`src/rtl/rtc_alm_pkg.sv`:
```
`timescale 1ns/1ps
package rtc_alm_pkg;

    typedef enum logic [2:0] {
        RM_DATE,
        RM_DAY,
        RM_HOUR,
        RM_MIN,
        RM_SEC,
        RM_OFF
    } rep_mode_t;

    typedef enum logic {
        FS_CLEAR,
        FS_RAISED
    } flag_state_t;

    localparam int REP_W = 4;

endpackage

```
`src/rtl/rtc_alm_mode_dec.sv`:
```
`timescale 1ns/1ps
module rtc_alm_mode_dec
    import rtc_alm_pkg::*;
#(
    parameter int DATE_W = 6
) (
    input  logic [REP_W-1:0]  rep_bits,
    input  logic [DATE_W-1:0] alm_date,
    output rep_mode_t         mode
);

    // Repeat bits fill from the top down; any other pattern falls back to each second.
    always_comb begin
        unique case (rep_bits)
            4'b0000: mode = (alm_date == '0) ? RM_OFF : RM_DATE;
            4'b1000: mode = RM_DAY;
            4'b1100: mode = RM_HOUR;
            4'b1110: mode = RM_MIN;
            default: mode = RM_SEC;
        endcase
    end

endmodule

```
`src/rtl/rtc_alm_field_eq.sv`:
```
`timescale 1ns/1ps
module rtc_alm_field_eq #(
    parameter int W = 7
) (
    input  logic [W-1:0] now_val,
    input  logic [W-1:0] set_val,
    input  logic         care,
    output logic         ok
);

    assign ok = !care || (now_val == set_val);

endmodule

```
`src/rtl/rtc_alm_cmp.sv`:
```
`timescale 1ns/1ps
module rtc_alm_cmp
    import rtc_alm_pkg::*;
#(
    parameter int DATE_W = 6,
    parameter int HOUR_W = 6,
    parameter int MIN_W  = 7,
    parameter int SEC_W  = 7
) (
    input  rep_mode_t         mode,
    input  logic [DATE_W-1:0] cur_date,
    input  logic [HOUR_W-1:0] cur_hour,
    input  logic [MIN_W-1:0]  cur_min,
    input  logic [SEC_W-1:0]  cur_sec,
    input  logic [DATE_W-1:0] alm_date,
    input  logic [HOUR_W-1:0] alm_hour,
    input  logic [MIN_W-1:0]  alm_min,
    input  logic [SEC_W-1:0]  alm_sec,
    output logic              match
);

    localparam int NFIELD = 4;

    logic [NFIELD-1:0] care;
    logic [NFIELD-1:0] ok;

    // care: bit3 day, bit2 hour, bit1 minute, bit0 second
    always_comb begin
        unique case (mode)
            RM_DATE: care = 4'b1111;
            RM_DAY:  care = 4'b0111;
            RM_HOUR: care = 4'b0011;
            RM_MIN:  care = 4'b0001;
            default: care = 4'b0000;
        endcase
    end

    rtc_alm_field_eq #(.W(DATE_W)) u_eq_date (
        .now_val(cur_date), .set_val(alm_date), .care(care[3]), .ok(ok[3]));
    rtc_alm_field_eq #(.W(HOUR_W)) u_eq_hour (
        .now_val(cur_hour), .set_val(alm_hour), .care(care[2]), .ok(ok[2]));
    rtc_alm_field_eq #(.W(MIN_W))  u_eq_min (
        .now_val(cur_min),  .set_val(alm_min),  .care(care[1]), .ok(ok[1]));
    rtc_alm_field_eq #(.W(SEC_W))  u_eq_sec (
        .now_val(cur_sec),  .set_val(alm_sec),  .care(care[0]), .ok(ok[0]));

    assign match = (mode != RM_OFF) && (&ok);

endmodule

```
`src/rtl/rtc_alm_ftgate.sv`:
```
`timescale 1ns/1ps
module rtc_alm_ftgate #(
    parameter int WD_W = 8
) (
    input  logic            clk,
    input  logic            rst_n,
    input  logic            ft_we,
    input  logic            ft_wdata,
    input  logic            power_down,
    input  logic            stop_osc,
    input  logic            irq_en,
    input  logic            wd_steer,
    input  logic [WD_W-1:0] wd_reg,
    output logic            gate_open
);

    logic ft_q;

    always_ff @(posedge clk or negedge rst_n) begin
        if (!rst_n) begin
            ft_q <= 1'b0;
        end else if (power_down) begin
            ft_q <= 1'b0;
        end else if (ft_we) begin
            ft_q <= ft_wdata;
        end
    end

    assign gate_open = !stop_osc && ft_q && !irq_en && (wd_steer || (wd_reg == '0));

endmodule

```
`src/rtl/rtc_alarm_matcher.sv`:
```
`timescale 1ns/1ps
module rtc_alarm_matcher
    import rtc_alm_pkg::*;
#(
    parameter int DATE_W = 6,
    parameter int HOUR_W = 6,
    parameter int MIN_W  = 7,
    parameter int SEC_W  = 7,
    parameter int WD_W   = 8
) (
    input  logic              clk,
    input  logic              rst_n,
    input  logic              sec_tick,
    input  logic [DATE_W-1:0] cur_date,
    input  logic [HOUR_W-1:0] cur_hour,
    input  logic [MIN_W-1:0]  cur_min,
    input  logic [SEC_W-1:0]  cur_sec,
    input  logic [DATE_W-1:0] alm_date,
    input  logic [HOUR_W-1:0] alm_hour,
    input  logic [MIN_W-1:0]  alm_min,
    input  logic [SEC_W-1:0]  alm_sec,
    input  logic [3:0]        rep_bits,
    input  logic              irq_en,
    input  logic              flags_rd,
    input  logic              stop_osc,
    input  logic              ft_we,
    input  logic              ft_wdata,
    input  logic              power_down,
    input  logic              wd_steer,
    input  logic [WD_W-1:0]   wd_reg,
    input  logic              sq512,
    output logic              alarm_flag,
    output logic              irq_n
);

    rep_mode_t   mode;
    logic        match;
    logic        hit;
    logic        ft_gate;
    flag_state_t state_q;
    flag_state_t state_d;

    rtc_alm_mode_dec #(.DATE_W(DATE_W)) u_dec (
        .rep_bits(rep_bits),
        .alm_date(alm_date),
        .mode    (mode)
    );

    rtc_alm_cmp #(
        .DATE_W(DATE_W), .HOUR_W(HOUR_W), .MIN_W(MIN_W), .SEC_W(SEC_W)
    ) u_cmp (
        .mode    (mode),
        .cur_date(cur_date), .cur_hour(cur_hour), .cur_min(cur_min), .cur_sec(cur_sec),
        .alm_date(alm_date), .alm_hour(alm_hour), .alm_min(alm_min), .alm_sec(alm_sec),
        .match   (match)
    );

    rtc_alm_ftgate #(.WD_W(WD_W)) u_ft (
        .clk       (clk),
        .rst_n     (rst_n),
        .ft_we     (ft_we),
        .ft_wdata  (ft_wdata),
        .power_down(power_down),
        .stop_osc  (stop_osc),
        .irq_en    (irq_en),
        .wd_steer  (wd_steer),
        .wd_reg    (wd_reg),
        .gate_open (ft_gate)
    );

    assign hit = sec_tick && match;

    // Transitions: RAISE (hit), HOLD (hit beats read), DROP (read alone).
    always_comb begin
        state_d = state_q;
        unique case (state_q)
            FS_CLEAR:  if (hit) state_d = FS_RAISED;
            FS_RAISED: if (flags_rd && !hit) state_d = FS_CLEAR;
            default:   state_d = FS_CLEAR;
        endcase
    end

    always_ff @(posedge clk or negedge rst_n) begin
        if (!rst_n) begin
            state_q <= FS_CLEAR;
        end else begin
            state_q <= state_d;
        end
    end

    always_comb begin
        alarm_flag = (state_q == FS_RAISED);
        if (ft_gate) begin
            irq_n = sq512;
        end else begin
            irq_n = !(alarm_flag && irq_en);
        end
    end

endmodule

```
`config.mk`:
```
export PLATFORM = sky130hd
export DESIGN_NAME = rtc_alarm_matcher
export DESIGN_NICKNAME = d
export VERILOG_FILES = /design/src/rtl/rtc_alm_pkg.sv /design/src/rtl/rtc_alm_mode_dec.sv /design/src/rtl/rtc_alm_field_eq.sv /design/src/rtl/rtc_alm_cmp.sv /design/src/rtl/rtc_alm_ftgate.sv /design/src/rtl/rtc_alarm_matcher.sv
export SDC_FILE = /design/constraint.sdc
export NUM_CORES = 1
export LEC_CHECK = 0
export ABC_AREA = 1
export BUFFER_PORTS_ARGS = -buffer_cell sky130_fd_sc_hd__buf_2
export CAP_MARGIN = 5
export CORE_ASPECT_RATIO = 0.6
export CORE_UTILIZATION = 37
export DETAILED_ROUTE_END_ITERATION = 10
export PLACE_DENSITY_LB_ADDON = 0.25
export SLEW_MARGIN = 10
export SYNTH_ARGS = -nofsm -noshare
export SYNTH_HDL_FRONTEND = slang
export SYNTH_HIERARCHICAL = 1
export SYNTH_SLANG_ARGS = --single-unit
```
`constraint.sdc`:
```
create_clock -name clk -period 1 [get_ports clk]
set_clock_uncertainty 0.15 [all_clocks]
set_input_delay 0.2 -clock clk [delete_from_list [all_inputs] [get_ports clk]]
set_output_delay 0.2 -clock clk [all_outputs]
set_load 0.01 [all_outputs]
```
==> summary.txt, run 1 <==
status = finished, violations left
failing checks = negative setup slack
layout cells sized above 1 = 35.8%
Routed Wire Length = 2350 um
Fillers = 194
largest family of logic cells by synthesized area = simple AND/OR/NAND/NOR gates
vias = 1,250
complex-gate fraction of the synthesized area = 3.20%
die height = 38.5 um
grt ovf = 0
Worst EP required = 650 ps
drc violations = 0
syn_area_per_cell = 4.21 sq um
H-tree depth = 1
RSZ-0062 raised after global routing = true
part of the Yosys area used for sequential elements = 6.10%
simple-gate share of the synthesized area = 62.2%
Clock Path Buffers = 2
PwrDens = 627 mW/mm^2
Crit Path Class = reg -> out
nets = 359
Synth area leaders = nand2_1 (44%), inv_1 (24%), nor2_1 (12%), dfrtp_1 (6.1%), nor2_2 (2.3%)
die width = 62.8 um
area of the multi-input gates = 621 sq um
Max-slew headroom = 84.0%
Final Setup Violations = 3
max cap viols = 0
routed length per instance = 7.58 um
antenna violation net count after detailed routing = 0
Switching Power = 0.000293 W
reg2reg path depth = 3
Max Used Layer = met3
violation count after the first detailed-route iteration = 31
placed cells = 304
mux cell area share after synthesis = 0%
crit path cell chain = nand2_1 > nor2_1 > inv_1 > nand2_1 > nand2_1 > buf_2
ANT cells = 0
Critical-path top delay cell = dfrtp_1
setup ws final = -352 ps
FP Rows = 12
Clock transition at path regs = 30 ps
Yosys reg bits = 2
vias in the first global route = 1,003
Int Power = 0.000604 W
largest area contributor in the netlist = nand2_1
GRT Total Usage = 19.1%
Switching Fraction = 32.7%
clock power share = 34.3%
Syn Nets = 270
# IOs = 77
Root Driver = clkbuf_8
core area = 0.00197 sq mm
CP Launch Type = flip-flop
largest net degree at the start of global routing = 6
Synth Cell Area = 821 sq um
leakage power = 1.01 nW
hpwl dp = 1800 um
most frequent cell on the critical path = nand2_1
Seq. cell area = 50.0 sq um
total CTS buffers = 3
adder-cell share of the synthesized area = 0%
CP endpoint kind = primary output
Tightest Pin Transition = 238 ps
WL met3 = 129 um
Ys Warns = 6
Cell Count, Final, Fillers Out = 310
arrival time of the worst setup path = 1000 ps
Comb pwr share = 54.9%
crit-path max cell delay = 330 ps
VDD IR-drop max = 0.396 mV
metal2 WL = 1100 um
Hold Path Stages = 2
final hold violation count = 0
class of the worst hold path = in -> reg
cell count after synthesis = 195
Worst Path Max Fanout = 2
Fmax = 740 MHz
M1 WL = 1120 um
Initial Utilization = 41.7%
library cells used by synthesis = 14
Worst-Skew Late Latency = 210 ps
Die Footprint = 0.00242 sq mm
CTS tree = yes
antenna violations before repair = 0
Flop pwr share = 10.8%
period utilization = 135%
vias per cell = 4.03
sinks on the clock net = 2
pre-CTS setup slack = -496 ps
Layout area overhead = 74.2%
DR pass1 iterations = 4
Yosys top cell area share = 44.4%
first-pass GRT wire length = 3660 um
Slew Limit Fails = 0
crit path time final = 1350 ps
placer congestion estimate = 0.817
Post-Synth XOR/XNOR Area = 4.27%
I/O Buffers = 76
[layer usage]
| layer | track usage [%] | up-vias |
|---|---|---|
| met3 | 2.08 | 0 |
| li1 | - | 717 |
| met1 | 21.6 | 485 |
| met5 | 0 | - |
| met4 | 3.49 | 0 |
| met2 | 39.9 | 48 |
[placed cells by master (no fill, tap or decap)]
cell / count
a211oi_2: 1
a21oi_2: 1
buf_2: 70
buf_4: 6
buf_6: 7
clkbuf_8: 3
dfrtp_1: 2
dlygate4sd3_1: 1
inv_1: 53
nand2_1: 95
nand2_2: 2
nand3_1: 3
nor2_1: 21
nor2_2: 6
nor2_4: 3
nor3_2: 1
o21ai_0: 1
o21ai_2: 1
or2_1: 1
xnor2_1: 2
xor2_1: 2
[worst paths after layout]
check | startpoint | to | slack [ps]
worst max-delay path | u_ft/ft_q$_DFFE_PN0P_ | irq_n | -350
worst min-delay path | power_down | u_ft/ft_q$_DFFE_PN0P_ | 10
worst max register to register | u_ft/ft_q$_DFFE_PN0P_ | u_ft/ft_q$_DFFE_PN0P_ | 90
worst min register to register | alarm_flag$_DFF_PN0_ | alarm_flag$_DFF_PN0_ | 520
max in group asynchronous | rst_n | u_ft/ft_q$_DFFE_PN0P_ | 390
min in group asynchronous | rst_n | alarm_flag$_DFF_PN0_ | 210
[synth_stat cells]
cell type	instances
a211oi_1	1
a21oi_1	1
dfrtp_1	2
inv_1	53
nand2_1	97
nand3_1	3
nor2_1	27
nor2_2	3
nor3_1	1
o21ai_0	1
o21ai_2	1
or2_1	1
xnor2_1	2
xor2_1	2
[power groups by stage]
stage	Sequential, W	Clock [W]	Combinational, W
2_1_floorplan	0.0000993	0	0.000199
3_3_place_gp	0.0000972	0	0.000410
3_5_place_dp	0.0000971	0	0.000421
4_1_cts	0.0000961	0.000312	0.000446
5_1_grt	0.0000967	0.000319	0.000560
6_report	0.0000967	0.000308	0.000492
[per-stage QoR]
stage	total power, W	instance area, sq um	hold slack (ps)	util, %	setup TNS, ps
2_1_floorplan	0.000298	823	-246	-	-364
3_3_place_gp	0.000507	1280	-164	64.9	-782
3_5_place_dp	0.000518	1280	-163	64.9	-819
4_1_cts	0.000854	1380	9.64	70.0	-705
5_1_grt	0.000976	1430	12.4	72.7	-1130
6_report	0.000897	1430	13.3	72.7	-875
[state kept, by name, summed over array words and instances, names as in the netlist]
signal / flops
alarm_flag: 1
u_ft/ft_q: 1
[critical path: cells and delay by family (launching register included)]
kind                   cells  cell delay, ps
AND/OR/NAND/NOR            4             290
flip-flops                 1             330
buffers and inverters      2             180
[cell type report]
cell class	instances	area share, %
clock buffers	3	2.89
flip-flops and latches	2	3.50
well taps	28	2.45
multi-input cells	140	43.4
repair buffers	84	33.9
inverters	53	13.9
[cell families (layout without fill, tap and decap cells)]
kind of cell	count (synthesis)	count (layout)
AND/OR/NAND/NOR	132	132
buffers and inverters	53	140
AO/OA/AOI/OAI	4	4
XOR/XNOR	4	4
flip-flops	2	2
[what timing repair did]
action / 4_1_cts / 5_1_grt
endpoints found under the setup margin: 3 / 4
hold buffers: 1 / 0
resized for setup: 7 / 13
buffers inserted: 2 / 2
pin swaps: 17 / 5
endpoints found under the hold margin: 2 / 0
Note: power is estimated with default switching activity, not from simulation.
==> run 2, diff against run 1 <==
Settings changed: CELL_PAD_IN_SITES_DETAIL_PLACEMENT set to 0, CELL_PAD_IN_SITES_GLOBAL_PLACEMENT set to 2, CORE_UTILIZATION 37 to 14, CTS_CLUSTER_SIZE set to 24.
==> run 2 against run 1 <==
Effect of this change: the run ends with design-rule violations, negative setup slack left; maximum frequency down 2.0%; largest cell class unchanged; critical endpoint unchanged; combinational power about the same; core utilization down 45 points; first-iteration DRC count down 35%; hold slack worse by 3.4 ps.
==> summary.txt, run 2 (synthesis results as in run 1) <==
status = finished, violations left
failing checks = design-rule violations, negative setup slack
Final Setup Violations = 3 (unchanged)
# IOs = 77 (unchanged)
placed cells = 359 (+18%)
commonest non-fill, non-tap cell in the layout = nand2_1
period utilization = 138% (+2.7 points)
nets = 361 (+0.56%)
vias = 1,176 (-5.9%)
first-pass GRT wire length = 3710 um (+1.1%)
Clock Path Buffers = 2 (unchanged)
routed length per instance = 7.20 um (-4.9%)
total CTS buffers = 3 (unchanged)
Root Driver = clkbuf_8
GRT Total Usage = 7.52% (-12 points)
vias per cell = 3.23 (-20%)
leakage power = 1.02 nW (+1.1%)
vias in the first global route = 919 (-8.4%)
hpwl dp = 2180 um (+21%)
antenna violations before repair = 0 (unchanged)
Crit Path Class = reg -> out
I/O Buffers = 76 (unchanged)
Routed Wire Length = 2620 um (+12%)
FP Rows = 21 (+9)
RSZ-0062 raised after global routing = true
class of the worst hold path = in -> reg
Fmax = 725 MHz (-2.0%)
Worst R2R Start = u_ft/ft_q$_DFFE_PN0P_
Fin Setup TNS = -777 ps (+97.9 ps)
Max-slew headroom = 83.8% (-0.12 points)
area of the multi-input gates = 651 sq um (+4.8%)
layout cells sized above 1 = 38.7% (+2.9 points)
Worst R2R End = u_ft/ft_q$_DFFE_PN0P_
reg2reg path depth = 3 (unchanged)
PwrDens = 589 mW/mm^2 (-6.1%)
Seq. cell area = 50.0 sq um (unchanged)
DR pass1 iterations = 7 (+3)
Initial Utilization = 14.6% (-27 points)
core area = 0.00562 sq mm (+190%)
Worst-Skew Late Latency = 210 ps (about the same)
Fillers = 681 (+250%)
CP Launch Type = flip-flop
violation count after the first detailed-route iteration = 20 (-35%)
Hold Crit Start = power_down
most frequent cells in the layout = nand2_1 (94), buf_2 (70), inv_1 (52)
VDD IR-drop max = 0.261 mV (-34%)
Cell Count, Final, Fillers Out = 364 (+17%)
CTS tree = yes
max cap viols = 0 (unchanged)
Hold EP = u_ft/ft_q$_DFFE_PN0P_
arrival time of the worst setup path = 1030 ps (+30 ps)
Layout area overhead = 87.2%
sinks on the clock net = 2 (unchanged)
drc violations = 2 (+2)
Hold Path Stages = 2 (unchanged)
antenna violation net count after detailed routing = 0 (unchanged)
Die Footprint = 0.00618 sq mm (+160%)
die height = 61.3 um (+59%)
Slew Limit Fails = 0 (unchanged)
CP endpoint kind = primary output
Tightest Pin Transition = 241 ps (+2.74 ps)
worst reg2reg setup slack = 80 ps (about the same)
grt ovf = 0 (unchanged)
ANT cells = 0 (unchanged)
final hold violation count = 0 (unchanged)
crit path time final = 1380 ps (+27.2 ps)
largest net degree at the start of global routing = 6 (unchanged)
H-tree depth = 1 (unchanged)
setup ws final = -379 ps (-27.2 ps)
placer congestion estimate = 0.675 (-17%)
Clock transition at path regs = 30 ps (about the same)
Worst EP required = 650 ps (about the same)
Worst Path Max Fanout = 2 (unchanged)
die width = 101 um (+61%)
## run 2: cell count changes in the layout (fill, tap and decap cells not counted), moves of 2 or more
cell / change
nor2_1: -5
nor2_2: +4
buf_4: +3
nand2_4: +2
## run 2: worst max-delay path, cell delays in order, from the launching register on
cell and delay, ps:
dfrtp_1 340, nand2_1 70, nor2_2 140, inv_1 50
nand2_1 60, nand2_1 40, buf_2 130
## run 2: what timing repair did
item / CTS / global route
hold buffers: 1 / 0
setup buffers: 1 / 2
hold endpoints to repair: 2 / 0
pin swaps: 12 / 19
resized for setup: 9 / 21
setup endpoints to repair: 3 / 4
## run 2: through the flow
stage	area, sq um	hold WS (ps)	power (W)	utilization [%]	worst slack, ps
2_1_floorplan	823	-246	0.000298	-	-281
3_3_place_gp	1360	-156	0.000537	24.3	-517
3_5_place_dp	1360	-161	0.000534	24.3	-534
4_1_cts	1460	3.04	0.000894	26.0	-336
5_1_grt	1540	4.57	0.00100	27.3	-449
6_report	1540	9.88	0.000905	27.3	-379
## run 2: how the worst max path moves through the flow
| stage | start | cells after the start | slack [ps] | endpoint |
|---|---|---|---|---|
| floorplan | alm_date[1] | 12 | -280 | alarm_flag$_DFF_PN0_ |
| global placement | alm_date[1] | 13 | -520 | alarm_flag$_DFF_PN0_ |
| detailed placement | alm_date[1] | 13 | -530 | alarm_flag$_DFF_PN0_ |
| CTS | u_ft/ft_q$_DFFE_PN0P_ | 6 | -340 | irq_n |
| global route | alm_date[2] | 14 | -450 | alarm_flag$_DFF_PN0_ |
| finish | u_ft/ft_q$_DFFE_PN0P_ | 6 | -380 | irq_n |
## run 2: final cells by class
| cell class | count | area share, % |
|---|---|---|
| multi-input cells | 140 | 42.3 |
| repair buffers | 86 | 32.2 |
| inverters | 53 | 12.9 |
| well taps | 80 | 6.51 |
| flip-flops and latches | 2 | 3.26 |
| clock buffers | 3 | 2.69 |
## run 2: routing by layer
layer / part of all wire [%] / track usage, % / vias up
li1: - / - / 720
met1: 58 / 12.1 / 418
met2: 35 / 9.98 / 38
met3: 7.2 / 1.48 / 0
met4: 0 / 1.24 / 0
met5: 0 / 0 / -
## run 2: power by group
group / internal [W] / total (W) / switching [W]
Sequential: 0.0000905 / 0.0000961 / 0.00000568
Clock: 0.000255 / 0.000318 / 0.0000637
Combinational: 0.000257 / 0.000491 / 0.000234
Total: 0.000602 / 0.000905 / 0.000303
==> run 3, diff against run 2 <==
Settings changed: CORE_UTILIZATION 14 to 13, SYNTH_HIERARCHICAL 1 to unset.
==> run 3 against run 2 <==
Effect of this change: hold slack about the same; critical path depth is 2 lower; the flow finishes with violations (negative setup slack); count of clock-buffer cells in the layout stayed put; register-to-register slack gained 20 ps; largest power group unchanged; highest routed layer unchanged; sequential power decreased by 3.0%.
==> summary.txt, run 3 <==
commonest non-fill, non-tap cell in the layout = buf_2
largest area contributor in the netlist = nand2_1
leakage power = 0.878 nW (-14%)
Power Total = 0.000823 W (-9.0%)
routed length per instance = 7.30 um (+1.3%)
status = finished, violations left
library cells used by synthesis = 21 (+7)
final hold violation count = 0 (unchanged)
hpwl dp = 2120 um (-2.9%)
Fmax = 628 MHz (-13%)
Clock transition at path regs = 20 ps (about the same)
max cap viols = 0 (unchanged)
Die Footprint = 0.00591 sq mm (-4.3%)
VDD IR-drop max = 0.242 mV (-7.4%)
count leader, synth = nand2_1
final core utilization = 25.9% (-1.4 points)
CP endpoint kind = primary output
Post-Synth XOR/XNOR Area = 9.62% (+5.4 points)
# IOs = 77 (unchanged)
violation count after the first detailed-route iteration = 29 (+45%)
H-tree depth = 1 (unchanged)
die width = 98.6 um (-2.2%)
die height = 60.0 um (-2.2%)
drc violations = 0 (-2)
vias per cell = 3.40 (+5.1%)
vias in the first global route = 938 (+2.1%)
sinks on the clock net = 2 (unchanged)
FP Rows = 20 (-4.8%)
DR pass1 iterations = 4 (-3)
Routed Wire Length = 2260 um (-14%)
I/O Buffers = 76 (unchanged)
placer congestion estimate = 0.741 (+9.8%)
vias = 1,053 (-10%)
syn_area_per_cell = 4.73 sq um (+12%)
Max-slew headroom = 84.0% (+0.21 points)
Fillers = 592 (-13%)
RSZ-0062 raised after global routing = true
Syn Nets = 229 (-15%)
grt ovf = 0 (unchanged)
synth cell count leaders = nand2_1 (62), inv_1 (40), nor2_1 (16)
cell count after synthesis = 154 (-21%)
Clock Path Buffers = 2 (unchanged)
Worst-Skew Late Latency = 210 ps (about the same)
total CTS buffers = 3 (unchanged)
layout cells sized above 1 = 42.2% (+3.5 points)
core area = 0.00523 sq mm (-7.0%)
antenna violation net count after detailed routing = 0 (unchanged)
failing checks = negative setup slack
Yosys reg bits = 2 (unchanged)
CP Launch Type = flip-flop
Post-synth EDFFs = 0 (unchanged)
arrival time of the worst setup path = 1240 ps (+210 ps)
class of the worst hold path = in -> reg
Initial Utilization = 13.9% (-0.67 points)
Synth Cell Area = 728 sq um (-11%)
prevailing post-synth register cell = dfrtp_1
Final Setup Violations = 3 (unchanged)
antenna violations before repair = 0 (unchanged)
mux cell area share after synthesis = 0% (unchanged)
simple-gate share of the synthesized area = 57.4% (-4.8 points)
most frequent cells in the layout = buf_2 (74), nand2_1 (61), inv_1 (40)
Synth area leaders = nand2_1 (32%), inv_1 (21%), nor2_1 (8.2%), dfrtp_1 (6.9%), xnor2_1 (4.8%)
part of the Yosys area used for sequential elements = 6.87% (+0.78 points)
Ys Warns = 0 (-6)
GRT Total Usage = 7.72% (+0.21 points)
Layout area overhead = 85.9%
period utilization = 159% (+21 points)
CTS tree = yes
complex-gate fraction of the synthesized area = 4.98% (+1.8 points)
Crit Path Class = reg -> out
first-pass GRT wire length = 3760 um (+1.5%)
Async SR Flop Fraction = 100% (unchanged)
Worst EP required = 650 ps (about the same)
ANT cells = 0 (unchanged)
PwrDens = 608 mW/mm^2 (+3.2%)
largest net degree at the start of global routing = 4 (-2)
Worst Path Max Fanout = 2 (unchanged)
setup ws final = -593 ps (-214 ps)
largest family of logic cells by synthesized area = simple AND/OR/NAND/NOR gates
Yosys top cell area share = 32.0% (-12 points)
adder-cell share of the synthesized area = 0% (unchanged)
Slew Limit Fails = 0 (unchanged)
crit path time final = 1590 ps (+214 ps)
Root Driver = clkbuf_8
nets = 321 (-11%)
Tightest Pin Transition = 237 ps (-3.74 ps)
## run 3: cell types whose count changed after synthesis, sizes merged, moves of 2 or more
cell   delta
xor2      +2
xnor2     +2
nand2    -32
nor4      +2
inv      -12
nand3     +4
nor2     -11
## run 3: power by group
group          switching (W)  internal [W]
Combinational       0.000192      0.000233
Sequential        0.00000471     0.0000884
Clock              0.0000516      0.000253
## run 3: layer usage
metal | wire length [um] | vias to the layer above | global-route usage (%)
met4 | 0 | 0 | 0.640
met5 | 0 | - | 0
met2 | 775 | 41 | 10.1
li1 | - | 628 | -
met1 | 1330 | 384 | 12.4
met3 | 154 | 0 | 1.99
## run 3: path summary, 6_finish.rpt
path | start | end | slack [ps] | cells past startpoint
max | u_ft.ft_q$_DFFE_PN0P_ | irq_n | -590 | 4
max reg2reg | u_ft.ft_q$_DFFE_PN0P_ | u_ft.ft_q$_DFFE_PN0P_ | 100 | 3
min reg2reg | alarm_flag$_DFF_PN0_ | alarm_flag$_DFF_PN0_ | 460 | 3
max in group asynchronous | rst_n | u_ft.ft_q$_DFFE_PN0P_ | 440 | 2
min in group asynchronous | rst_n | alarm_flag$_DFF_PN0_ | 160 | 2
min | power_down | u_ft.ft_q$_DFFE_PN0P_ | 10 | 2
## run 3: layout make-up
| class | count | area (sq um) | area share [%] |
|---|---|---|---|
| sequential | 2 | 50.0 | 3.70 |
| tap | 66 | 82.6 | 6.10 |
| inverter | 41 | 154 | 11.4 |
| multi-input combinational | 111 | 548 | 40.5 |
| clock buffer | 3 | 41.3 | 3.05 |
| timing repair buffer | 87 | 478 | 35.3 |
## run 3: per-stage QoR
stage | hold WS [ps] | cells | setup WS, ps | instance area (sq um) | setup TNS, ps
after floorplan | -246 | 154 | -260 | 742 | -341
after global placement | -161 | 305 | -436 | 1270 | -792
after detailed placement | -162 | 305 | -444 | 1270 | -798
after CTS | 5.10 | 309 | -606 | 1330 | -810
after global routing | 9.67 | 310 | -629 | 1350 | -971
final | 9.98 | 310 | -593 | 1350 | -747
## run 3: what timing repair did
item                                   CTS  global route
setup endpoints to repair                3             3
setup buffers                            0             1
resized for setup                        1             4
endpoints found under the hold margin    2             0
hold buffers                             1             0
pin swaps                                4             2
## run 3: kinds of logic after synthesis
group	Yosys count
AOI/OAI and AO/OA	6
and+or+nand+nor	97
DFF	2
xor gates and xnor gates	8
buffers and inverters	41
## run 3: worst max-delay path: stages (launching register included)
cell       delay, ps
dfrtp_1          330
inv_1             30
or4_1            410
a2bb2oi_2        140
buf_2            130
